--- src/rtl/seqr_pkg.sv ---
package seqr_pkg;
   typedef enum logic [1:0] {
      ST_OFF   = 2'd0,
      ST_RAMP  = 2'd1,
      ST_RUN   = 2'd2,
      ST_FAULT = 2'd3
   } seq_state_e;

   typedef struct packed {
      logic uv_lin;
      logic uv_sw;
      logic oc;
   } trip_t;
endpackage

--- src/rtl/seqr_sync_bank.sv ---
module seqr_sync_bank #(
   parameter int WIDTH  = 5,
   parameter int STAGES = 2
) (
   input  logic             clk,
   input  logic             rst_n,
   input  logic [WIDTH-1:0] d,
   output logic [WIDTH-1:0] q
);
   if (STAGES < 2) begin : g_bad_stages
      $error("seqr_sync_bank: STAGES must be at least 2");
   end

   for (genvar b = 0; b < WIDTH; b++) begin : g_bit
      logic [STAGES-1:0] sr;
      always_ff @(posedge clk or negedge rst_n) begin
         if (!rst_n) sr <= '0;
         else        sr <= {sr[STAGES-2:0], d[b]};
      end
      assign q[b] = sr[STAGES-1];
   end
endmodule

--- src/rtl/seqr_ramp_gen.sv ---
module seqr_ramp_gen #(
   parameter int NUM_STEPS   = 40,
   parameter int LEAD_STEPS  = 10,
   parameter int STEP_CYCLES = 32,
   parameter int CODE_W      = 6
) (
   input  logic              clk,
   input  logic              rst_n,
   input  logic              restart,
   input  logic              advance,
   output logic [CODE_W-1:0] sw_code,
   output logic [CODE_W-1:0] lin_code,
   output logic              sw_done,
   output logic              lin_done
);
   localparam int TOTAL = NUM_STEPS + LEAD_STEPS;
   localparam int K_W   = $clog2(TOTAL + 1);
   localparam int T_W   = (STEP_CYCLES > 1) ? $clog2(STEP_CYCLES) : 1;
   localparam logic [K_W-1:0]    K_NUM   = K_W'(NUM_STEPS);
   localparam logic [K_W-1:0]    K_LEAD  = K_W'(LEAD_STEPS);
   localparam logic [K_W-1:0]    K_TOTAL = K_W'(TOTAL);
   localparam logic [T_W-1:0]    T_LAST  = T_W'(STEP_CYCLES - 1);
   localparam logic [CODE_W-1:0] C_NUM   = CODE_W'(NUM_STEPS);

   logic [K_W-1:0] step_q;
   logic [T_W-1:0] dwell_q;

   // step_q counts staircase steps over both ramps; dwell_q counts ticks inside a step
   always_ff @(posedge clk or negedge rst_n) begin
      if (!rst_n) begin
         step_q  <= '0;
         dwell_q <= '0;
      end else if (restart) begin
         step_q  <= '0;
         dwell_q <= '0;
      end else if (advance) begin
         if (dwell_q == T_LAST) begin
            dwell_q <= '0;
            if (step_q != K_TOTAL) step_q <= step_q + 1'b1;
         end else begin
            dwell_q <= dwell_q + 1'b1;
         end
      end
   end

   always_comb begin
      if (step_q >= K_NUM) sw_code = C_NUM;
      else                 sw_code = CODE_W'(step_q);
   end

   if (LEAD_STEPS == 0) begin : g_no_lead
      assign lin_code = sw_code;
   end else begin : g_lead
      always_comb begin
         if (step_q <= K_LEAD) lin_code = '0;
         else                  lin_code = CODE_W'(step_q - K_LEAD);
      end
   end

   assign sw_done  = (step_q >= K_NUM);
   assign lin_done = (step_q == K_TOTAL);
endmodule

--- src/rtl/seqr_fault_mon.sv ---
module seqr_fault_mon
   import seqr_pkg::*;
(
   input  logic  armed,
   input  logic  oc_s,
   input  logic  uv_sw_s,
   input  logic  uv_lin_s,
   input  logic  sw_done,
   input  logic  lin_done,
   output trip_t trips,
   output logic  any_trip
);
   // under-voltage on each rail stays masked until that rail's ramp is complete
   always_comb begin
      trips.oc     = armed & oc_s;
      trips.uv_sw  = armed & sw_done & uv_sw_s;
      trips.uv_lin = armed & lin_done & uv_lin_s;
   end

   assign any_trip = |trips;
endmodule

--- src/rtl/dual_rail_sequencer.sv ---
module dual_rail_sequencer
   import seqr_pkg::*;
#(
   parameter int NUM_STEPS   = 40,
   parameter int LEAD_STEPS  = 10,
   parameter int STEP_CYCLES = 32,
   parameter int SYNC_STAGES = 2,
   localparam int CODE_W     = $clog2(NUM_STEPS + 1)
) (
   input  logic              clk,
   input  logic              rst_n,
   input  logic              osc_tick,
   input  logic              supply_ok,
   input  logic              enable,
   input  logic              oc_trip,
   input  logic              uv_sw_trip,
   input  logic              uv_lin_trip,
   output logic [CODE_W-1:0] sw_ref,
   output logic [CODE_W-1:0] lin_ref,
   output logic              hs_gate_en,
   output logic              ls_gate_en,
   output logic              lin_drv_en,
   output logic [2:0]        fault_flags
);
   localparam int N_IN = 5;

   if (NUM_STEPS < 1) begin : g_bad_num
      $error("dual_rail_sequencer: NUM_STEPS must be positive");
   end
   if (STEP_CYCLES < 1) begin : g_bad_step
      $error("dual_rail_sequencer: STEP_CYCLES must be positive");
   end
   if (LEAD_STEPS < 0 || LEAD_STEPS > NUM_STEPS) begin : g_bad_lead
      $error("dual_rail_sequencer: LEAD_STEPS out of range");
   end

   logic [N_IN-1:0] raw_in, syn_in;
   logic sup_s, en_s, oc_s, uvsw_s, uvlin_s;

   assign raw_in = {uv_lin_trip, uv_sw_trip, oc_trip, enable, supply_ok};

   seqr_sync_bank #(.WIDTH(N_IN), .STAGES(SYNC_STAGES)) u_sync (
      .clk   (clk),
      .rst_n (rst_n),
      .d     (raw_in),
      .q     (syn_in)
   );

   assign {uvlin_s, uvsw_s, oc_s, en_s, sup_s} = syn_in;

   seq_state_e        state_q;
   trip_t             flags_q;
   trip_t             trips;
   logic              any_trip;
   logic              active;
   logic              sw_done, lin_done;
   logic [CODE_W-1:0] sw_code, lin_code;

   assign active = (state_q == ST_RAMP) || (state_q == ST_RUN);

   seqr_ramp_gen #(
      .NUM_STEPS   (NUM_STEPS),
      .LEAD_STEPS  (LEAD_STEPS),
      .STEP_CYCLES (STEP_CYCLES),
      .CODE_W      (CODE_W)
   ) u_ramp (
      .clk      (clk),
      .rst_n    (rst_n),
      .restart  (!active),
      .advance  ((state_q == ST_RAMP) && osc_tick),
      .sw_code  (sw_code),
      .lin_code (lin_code),
      .sw_done  (sw_done),
      .lin_done (lin_done)
   );

   seqr_fault_mon u_fault (
      .armed    (active),
      .oc_s     (oc_s),
      .uv_sw_s  (uvsw_s),
      .uv_lin_s (uvlin_s),
      .sw_done  (sw_done),
      .lin_done (lin_done),
      .trips    (trips),
      .any_trip (any_trip)
   );

   // priority: supply loss, then shutdown, then faults, then ramp progress
   always_ff @(posedge clk or negedge rst_n) begin
      if (!rst_n) begin
         state_q <= ST_OFF;
         flags_q <= '0;
      end else begin
         unique case (state_q)
            ST_OFF: begin
               if (!sup_s) begin
                  flags_q <= '0;
               end else if (en_s) begin
                  state_q <= ST_RAMP;
                  flags_q <= '0;
               end
            end
            ST_RAMP, ST_RUN: begin
               if (!sup_s) begin
                  state_q <= ST_OFF;
                  flags_q <= '0;
               end else if (!en_s) begin
                  state_q <= ST_OFF;
               end else if (any_trip) begin
                  state_q <= ST_FAULT;
                  flags_q <= trips;
               end else if (state_q == ST_RAMP && lin_done) begin
                  state_q <= ST_RUN;
               end
            end
            ST_FAULT: begin
               if (!sup_s) begin
                  state_q <= ST_OFF;
                  flags_q <= '0;
               end else if (!en_s) begin
                  state_q <= ST_OFF;
               end
            end
            default: begin
               state_q <= ST_OFF;
               flags_q <= '0;
            end
         endcase
      end
   end

   assign sw_ref      = active ? sw_code  : '0;
   assign lin_ref     = active ? lin_code : '0;
   assign hs_gate_en  = active;
   assign ls_gate_en  = active;
   assign lin_drv_en  = active;
   assign fault_flags = flags_q;
endmodule

--- config.mk ---
export PLATFORM = sky130hd
export DESIGN_NAME = dual_rail_sequencer
export DESIGN_NICKNAME = d
export VERILOG_FILES = /design/src/rtl/seqr_pkg.sv /design/src/rtl/seqr_sync_bank.sv /design/src/rtl/seqr_ramp_gen.sv /design/src/rtl/seqr_fault_mon.sv /design/src/rtl/dual_rail_sequencer.sv
export SDC_FILE = /design/constraint.sdc
export NUM_CORES = 1
export LEC_CHECK = 0
export ABC_CLOCK_PERIOD_IN_PS = 2150
export BUFFER_PORTS_ARGS = -buffer_cell sky130_fd_sc_hd__buf_2
export CELL_PAD_IN_SITES_DETAIL_PLACEMENT = 0
export CELL_PAD_IN_SITES_GLOBAL_PLACEMENT = 1
export CORE_UTILIZATION = 34
export CTS_BUF_LIST = sky130_fd_sc_hd__clkbuf_8
export CTS_CLUSTER_DIAMETER = 60
export DETAILED_ROUTE_END_ITERATION = 10
export PLACE_DENSITY_LB_ADDON = 0.1
export SLEW_MARGIN = 25
export SYNTH_ARGS = -nofsm -noshare
export SYNTH_HDL_FRONTEND = slang
export SYNTH_SLANG_ARGS = --single-unit
--- constraint.sdc ---
create_clock -name clk -period 2.15 [get_ports clk]
set_clock_uncertainty 0.1 [all_clocks]
set_input_delay 0.43 -clock clk [delete_from_list [all_inputs] [get_ports clk]]
set_output_delay 0.43 -clock clk [all_outputs]
set_load 0.1 [all_outputs]
==> results of run 1 <==
[state kept, by name, summed over array words and instances (netlist names)]
register         flops
u_sync.g_bit.sr     10
u_ramp.step_q        6
fault_flags          3
u_ramp.dwell_q       5
state_q              2
[worst register-to-register path: cells and delay by family (launching register included)]
family | cells | cell delay [ns]
AOI/OAI and AO/OA | 1 | 0.26
adders and majority gates | 1 | 0.19
buffers and inverters | 3 | 0.41
DFF | 1 | 0.44
muxes | 1 | 0.38
and+or+nand+nor | 2 | 0.25
[power by group through the flow]
stage | Sequential, mW | Combinational [mW] | Clock [mW]
final | 0.575 | 1.14 | 0.408
after global routing | 0.582 | 1.23 | 0.436
after CTS | 0.575 | 1.12 | 0.421
after detailed placement | 0.591 | 1.07 | 0
after global placement | 0.588 | 1.06 | 0
after floorplan | 0.600 | 0.748 | 0
[worst max-delay path by stage]
stage / start / endpoint / cells after the start
floorplan: state_q[0] / lin_ref[0] / 5
global placement: u_ramp.step_q[1] / lin_ref[0] / 5
detailed placement: u_ramp.step_q[1] / lin_ref[0] / 5
CTS: u_ramp.step_q[1] / lin_ref[0] / 6
global route: u_ramp.step_q[1] / lin_ref[5] / 8
finish: u_ramp.step_q[1] / lin_ref[5] / 8
[metal layers]
| metal | routed length [um] | vias up | GRT usage (%) |
|---|---|---|---|
| met3 | 90 | 2 | 3.50 |
| met4 | 25 | 0 | 3.13 |
| met1 | 1670 | 597 | 21.4 |
| li1 | - | 635 | - |
| met2 | 1660 | 21 | 29.2 |
| met5 | 0 | - | 0 |
[cell type report]
class	instances	area (um^2)	area share [%]
multi-input cells	114	908	39.9
flip-flops and latches	26	651	28.6
repair buffers	49	549	24.1
well taps	50	62.6	2.75
clock buffers	3	41.3	1.82
inverters	8	32.5	1.43
clock inverters	1	30.0	1.32
[metrics by stage]
stage | setup WS, ns | setup TNS, ns
after floorplan | -0.219 | -1.44
after global placement | 0.0834 | 0
after detailed placement | 0.0387 | 0
after CTS | -0.00238 | -0.00243
after global routing | -0.0887 | -0.431
final | -0.0289 | -0.0289
[cells in the mapped netlist (2+ instances only)]
| cell | n |
|---|---|
| inv_1 | 8 |
| dfrtp_1 | 26 |
| a211oi_1 | 3 |
| nor2b_1 | 2 |
| a21oi_1 | 3 |
| nand3_1 | 7 |
| and3_1 | 8 |
| nand2_1 | 13 |
| xnor2_1 | 2 |
| clkbuf_1 | 3 |
| buf_4 | 2 |
| o21ai_0 | 15 |
| o211ai_1 | 2 |
| mux2i_1 | 2 |
| mux2_2 | 2 |
| buf_2 | 2 |
| or4_1 | 2 |
| ha_1 | 12 |
| nor2_1 | 14 |
| and2_1 | 5 |
[kinds of logic (layout without fill, tap and decap cells)]
| family | Yosys count | count (layout) | share of synthesized area, % |
|---|---|---|---|
| and+or+nand+nor | 60 | 60 | 21.0 |
| AOI/OAI and AO/OA | 35 | 35 | 16.0 |
| DFF | 26 | 26 | 43.3 |
| buffers and inverters | 16 | 61 | 5.16 |
| adders and majority gates | 12 | 12 | 9.99 |
| muxes | 4 | 4 | 2.83 |
| xor gates and xnor gates | 3 | 3 | 1.75 |
[what timing repair did]
action / 4_1_cts / 5_1_grt
pin swaps: 7 / 12
setup buffers: 9 / 3
resized for setup: 14 / 5
setup endpoints to repair: 9 / 13
endpoints found under the hold margin: 0 / 0
==> impl_metrics.toml, run 1 <==
[status]
status = "finished with violations"
violations = "setup timing"

[clock_network]
cts.clk_slew.worst_paths_ns = 0.10
htree_num_levels = 1
clockBufferDepth = 2
cts_hold_buf = 0
clockRootBuffer = "clkbuf_8"
clk_latency_ns = 0.27
numClockSinks = 26
numCtsBuffers = 3
cts_tree = "built"

[pwr]
max-vdd-ir-drop_v = 0.00134
power_per_cell_area_nw_per_um2 = 932
combinationalPowerShare_pct = 53.6
power.total_mw = 2.12
power_frac_seq_pct = 27.1
p_leak_nw = 1.04
clockPowerShare_pct = 19.3
p_int_mw = 1.23
p_sw_mw = 0.890
switching_share_pct = 42.0

[global_routing]
grt_max_degree = 27
grt_pass1_vias = 1212
grtUsageTotal_pct = 16.8
grt_first_pass_wirelength_um = 5750
antenna_found_initial = 0
overflow = 0

[detailed_routing]
route.detailed.drc = 0
routedWlPerCell_um = 13.7
drtIter0Drc = 24
dr_total_vias = 1255
first_pass_iters = 4
detail-route-antenna-nets = 0
via_per_inst = 5.00
drt-total-wl_um = 3450

[timing]
setup_violations = 1
worst_slew_pin_slew_ns = 0.584
max_slew_margin_pct = 61.1
fin_crit_ns = 2.18
whs_ns = 0.0449
max_freq_ghz = 0.459
setup_slack_ns = -0.0289
drv_slew = 0
finalCritPeriodShare_pct = 101
rsz0062_at_grt = "yes"
hold_violations = 0

[critical_path]
critical_path.max_stage_delay_ns = 0.44
r2r_setup_slack_ns = 0.01
cp-end-kind = "output port"
regToRegStartpoint = "u_ramp.step_q[1]"
worstPathRequired_ns = 1.62
critPathLaunchType = "flip-flop"
crit_slowest_cell = "dfrtp_1"
crit_type = "flip-flop to output port"
crit_family = "flip-flops"
path_max_fanout = 4
r2r_cells = 8
r2r-end = "state_q[0]"
critPathBufInv = 4
path_cells = "buf_6 > inv_4 > ha_4 > inv_2 > a21oi_4 > xnor2_2 > nor2_4 > buf_12"
cp.arrival_ns = 1.65

[layout]
nets = 222
final_common_cell = "dfrtp_1"
final_cell_mix = "dfrtp_1, buf_4, buf_12, nand2_1, o21ai_0"
drive_above_1_share_pct = 40.8
final_area_um2 = 2270
utilization_pct = 55.3
fillers = 357
diodes = 0
area_growth_pct = 51.4
fin_cells = 251

[die]
coreArea_um2 = 4120
die_y_um = 68.5
rows = 23
io_pins = 26
die_w_um = 68.5
initial_core_util_pct = 36.5
die-area_um2 = 4690

[synthesis]
syn_area_per_cell_um2 = 9.63
ys_seq_elements = 26
ys_top_cells_by_area = "dfrtp_1, ha_1, o21ai_0"
syn_area_um2 = 1500
ys_types = 43
synthDominantCellAreaShare_pct = 43.3
synth-edff-count = 0
yosysSeqAreaShare_pct = 43.3
yosysTopAreaCell = "dfrtp_1"
syn-instance-count = 156
synthArstFlopShare_pct = 100
yosysWarnings = 0
synth.net_count = 176
synth_top_flop_cell = "dfrtp_1"

[placed_design]
finalWeightedCongestion = 0.814
dp_cells = 235
portBuffers = 25
hpwlAfterDp_um = 2410
place_area_um2 = 2050

[run]
drv_cap = 0

[hold_path]
hold_path.class = "primary input to asynchronous set/reset pin"
No activity file was read; power rests on OpenSTA's default activity.
==> inputs of run 2 (changes only) <==
--- a/config.mk
+++ b/config.mk
@@ -5,11 +5,11 @@
 export SDC_FILE = /design/constraint.sdc
 export NUM_CORES = 1
 export LEC_CHECK = 0
-export ABC_CLOCK_PERIOD_IN_PS = 2150
+export ABC_CLOCK_PERIOD_IN_PS = 2300
 export BUFFER_PORTS_ARGS = -buffer_cell sky130_fd_sc_hd__buf_2
 export CELL_PAD_IN_SITES_DETAIL_PLACEMENT = 0
 export CELL_PAD_IN_SITES_GLOBAL_PLACEMENT = 1
-export CORE_UTILIZATION = 34
+export CORE_UTILIZATION = 44
 export CTS_BUF_LIST = sky130_fd_sc_hd__clkbuf_8
 export CTS_CLUSTER_DIAMETER = 60
 export DETAILED_ROUTE_END_ITERATION = 10
@@ -18,3 +18,4 @@
 export SYNTH_ARGS = -nofsm -noshare
 export SYNTH_HDL_FRONTEND = slang
 export SYNTH_SLANG_ARGS = --single-unit
+export TNS_END_PERCENT = 5
==> constraint.sdc (replaced) <==
create_clock -name clk -period 2.3 [get_ports clk]
set_clock_uncertainty 0.1 [all_clocks]
set_input_delay 0.46 -clock clk [delete_from_list [all_inputs] [get_ports clk]]
set_output_delay 0.46 -clock clk [all_outputs]
set_load 0.1 [all_outputs]
==> run 2 against run 1 <==
The flow now finishes without violations. Register-to-register slack improved by 0.18 ns. Setup slack better by 0.062 ns. Combinational power fell by 11%. Non-clock buffer count decreased by 13. Cell count fell by 7.6%. Largest power group unchanged. Highest routed layer unchanged.
==> impl_metrics.toml, run 2 (synthesis gave the netlist of run 1 again) <==
[global_routing]
overflow = 0
grt_max_degree = 27
grtUsageTotal_pct = 20.2
antenna_found_initial = 0
grt_first_pass_wirelength_um = 5380
grt_pass1_vias = 1165

[detailed_routing]
route.detailed.drc = 0
via_per_inst = 5.34
drtIter0Drc = 46
routedWlPerCell_um = 14.2
drt-total-wl_um = 3290
detail-route-antenna-nets = 0
dr_total_vias = 1238
first_pass_iters = 4

[pwr]
power_per_cell_area_nw_per_um2 = 916
max-vdd-ir-drop_v = 0.00106
p_leak_nw = 0.963
power.total_mw = 1.93

[timing]
hold_violations = 0
fin_crit_ns = 2.27
whs_ns = 0.0746
max_freq_ghz = 0.441
drv_slew = 0
setup_violations = 0
worst_slew_pin_slew_ns = 0.593
fin_setup_tns_ns = 0
finalCritPeriodShare_pct = 98.6
max_slew_margin_pct = 60.5

[status]
status = "finished, final reports clean"

[die]
rows = 20
io_pins = 26
die_w_um = 60.4
initial_core_util_pct = 47.7
die_y_um = 60.4
die-area_um2 = 3650
coreArea_um2 = 3150

[clock_network]
clk_latency_ns = 0.27
cts.clk_slew.worst_paths_ns = 0.09
numCtsBuffers = 3
htree_num_levels = 1
clockRootBuffer = "clkbuf_8"
numClockSinks = 26
cts_tree = "built"
clockBufferDepth = 2

[layout]
final_cell_mix = "dfrtp_1, buf_12, o21ai_0, nand2_1"
drive_above_1_share_pct = 33.5
largest_reg_flops = 10
regMostFlops = "u_sync.g_bit.sr"
nets = 209
utilization_pct = 66.9
fillers = 259
largestRegisters = "u_sync.g_bit.sr (10), u_ramp.step_q (6), u_ramp.dwell_q (5)"
final_common_cell = "dfrtp_1"
area_growth_pct = 40.4
diodes = 0

[critical_path]
crit_type = "flip-flop to output port"
critPathLaunch = "u_ramp.step_q[1]"
critPathLaunchType = "flip-flop"
cp.arrival_ns = 1.71
cp-end-kind = "output port"
worstPathRequired_ns = 1.74
path_max_fanout = 6
regToRegStartpoint = "u_ramp.step_q[1]"

[run]
drv_cap = 0

[placed_design]
finalWeightedCongestion = 0.745
portBuffers = 25
hpwlAfterDp_um = 2360

[hold_path]
hold_path.class = "primary input to asynchronous set/reset pin"
run 2: cell types whose count changed in the layout (fill, tap and decap cells not counted), sizes merged:
| cell | change |
|---|---|
| buf | -13 |
run 2: layer usage:
| layer | routed length, um | global-route usage (%) | up-vias |
|---|---|---|---|
| li1 | - | - | 609 |
| met1 | 1540 | 27.0 | 597 |
| met2 | 1600 | 33.3 | 27 |
| met3 | 106 | 3.20 | 5 |
| met4 | 44 | 7.47 | 0 |
| met5 | 0 | 0 | - |
run 2: per-stage QoR:
stage                     worst slack, ns  area [um^2]  instances
after global routing              -0.0225         2110        232
final                              0.0329         2110        232
after floorplan                    -0.247         1570        156
after global placement              0.290         1990        226
after detailed placement            0.230         1990        226
after CTS                         0.00473         2080        231
run 2: final cells by class:
cell class / count / area [um^2] / share of cell area, %
inverter: 8 / 30.0 / 1.42
sequential: 26 / 652 / 30.9
clock buffer: 3 / 41.3 / 1.96
multi-input combinational: 114 / 852 / 40.4
tap: 44 / 55.1 / 2.61
clock inverter: 1 / 30.0 / 1.42
timing repair buffer: 36 / 449 / 21.3
run 2: repair_timing:
item | CTS | global route
endpoints found under the setup margin | 6 | 5
pin swaps | 1 | 1
hold buffers | 0 | 0
endpoints found under the hold margin | 0 | 0
setup buffers | 1 | 1
resized for setup | 2 | 6
run 2: report_power, final:
part	switching (mW)	total, mW	internal [mW]
sequential	0.0369	0.541	0.504
clock	0.150	0.383	0.233
combinational	0.623	1.01	0.385
run 2: path summary, 6_finish.rpt:
check                                         to  slack [ns]  cells past startpoint
hold / removal                    fault_flags[1]        0.07                      1
setup reg to reg                      state_q[0]        0.19                      7
hold reg to reg            u_sync.g_bit[1].sr[1]        0.26                      0
min in group clk           u_sync.g_bit[0].sr[0]        0.18                      1
setup / recovery                      lin_ref[0]        0.03                      6
max in group asynchronous       u_ramp.step_q[1]        1.60                      1
run 2: worst max-delay path, stage by stage (launching register included):
cell,delay [ns]
dfrtp_2,0.47
ha_1,0.23
a21oi_2,0.17
o31ai_2,0.08
buf_6,0.17
nor2_4,0.13
buf_12,0.18
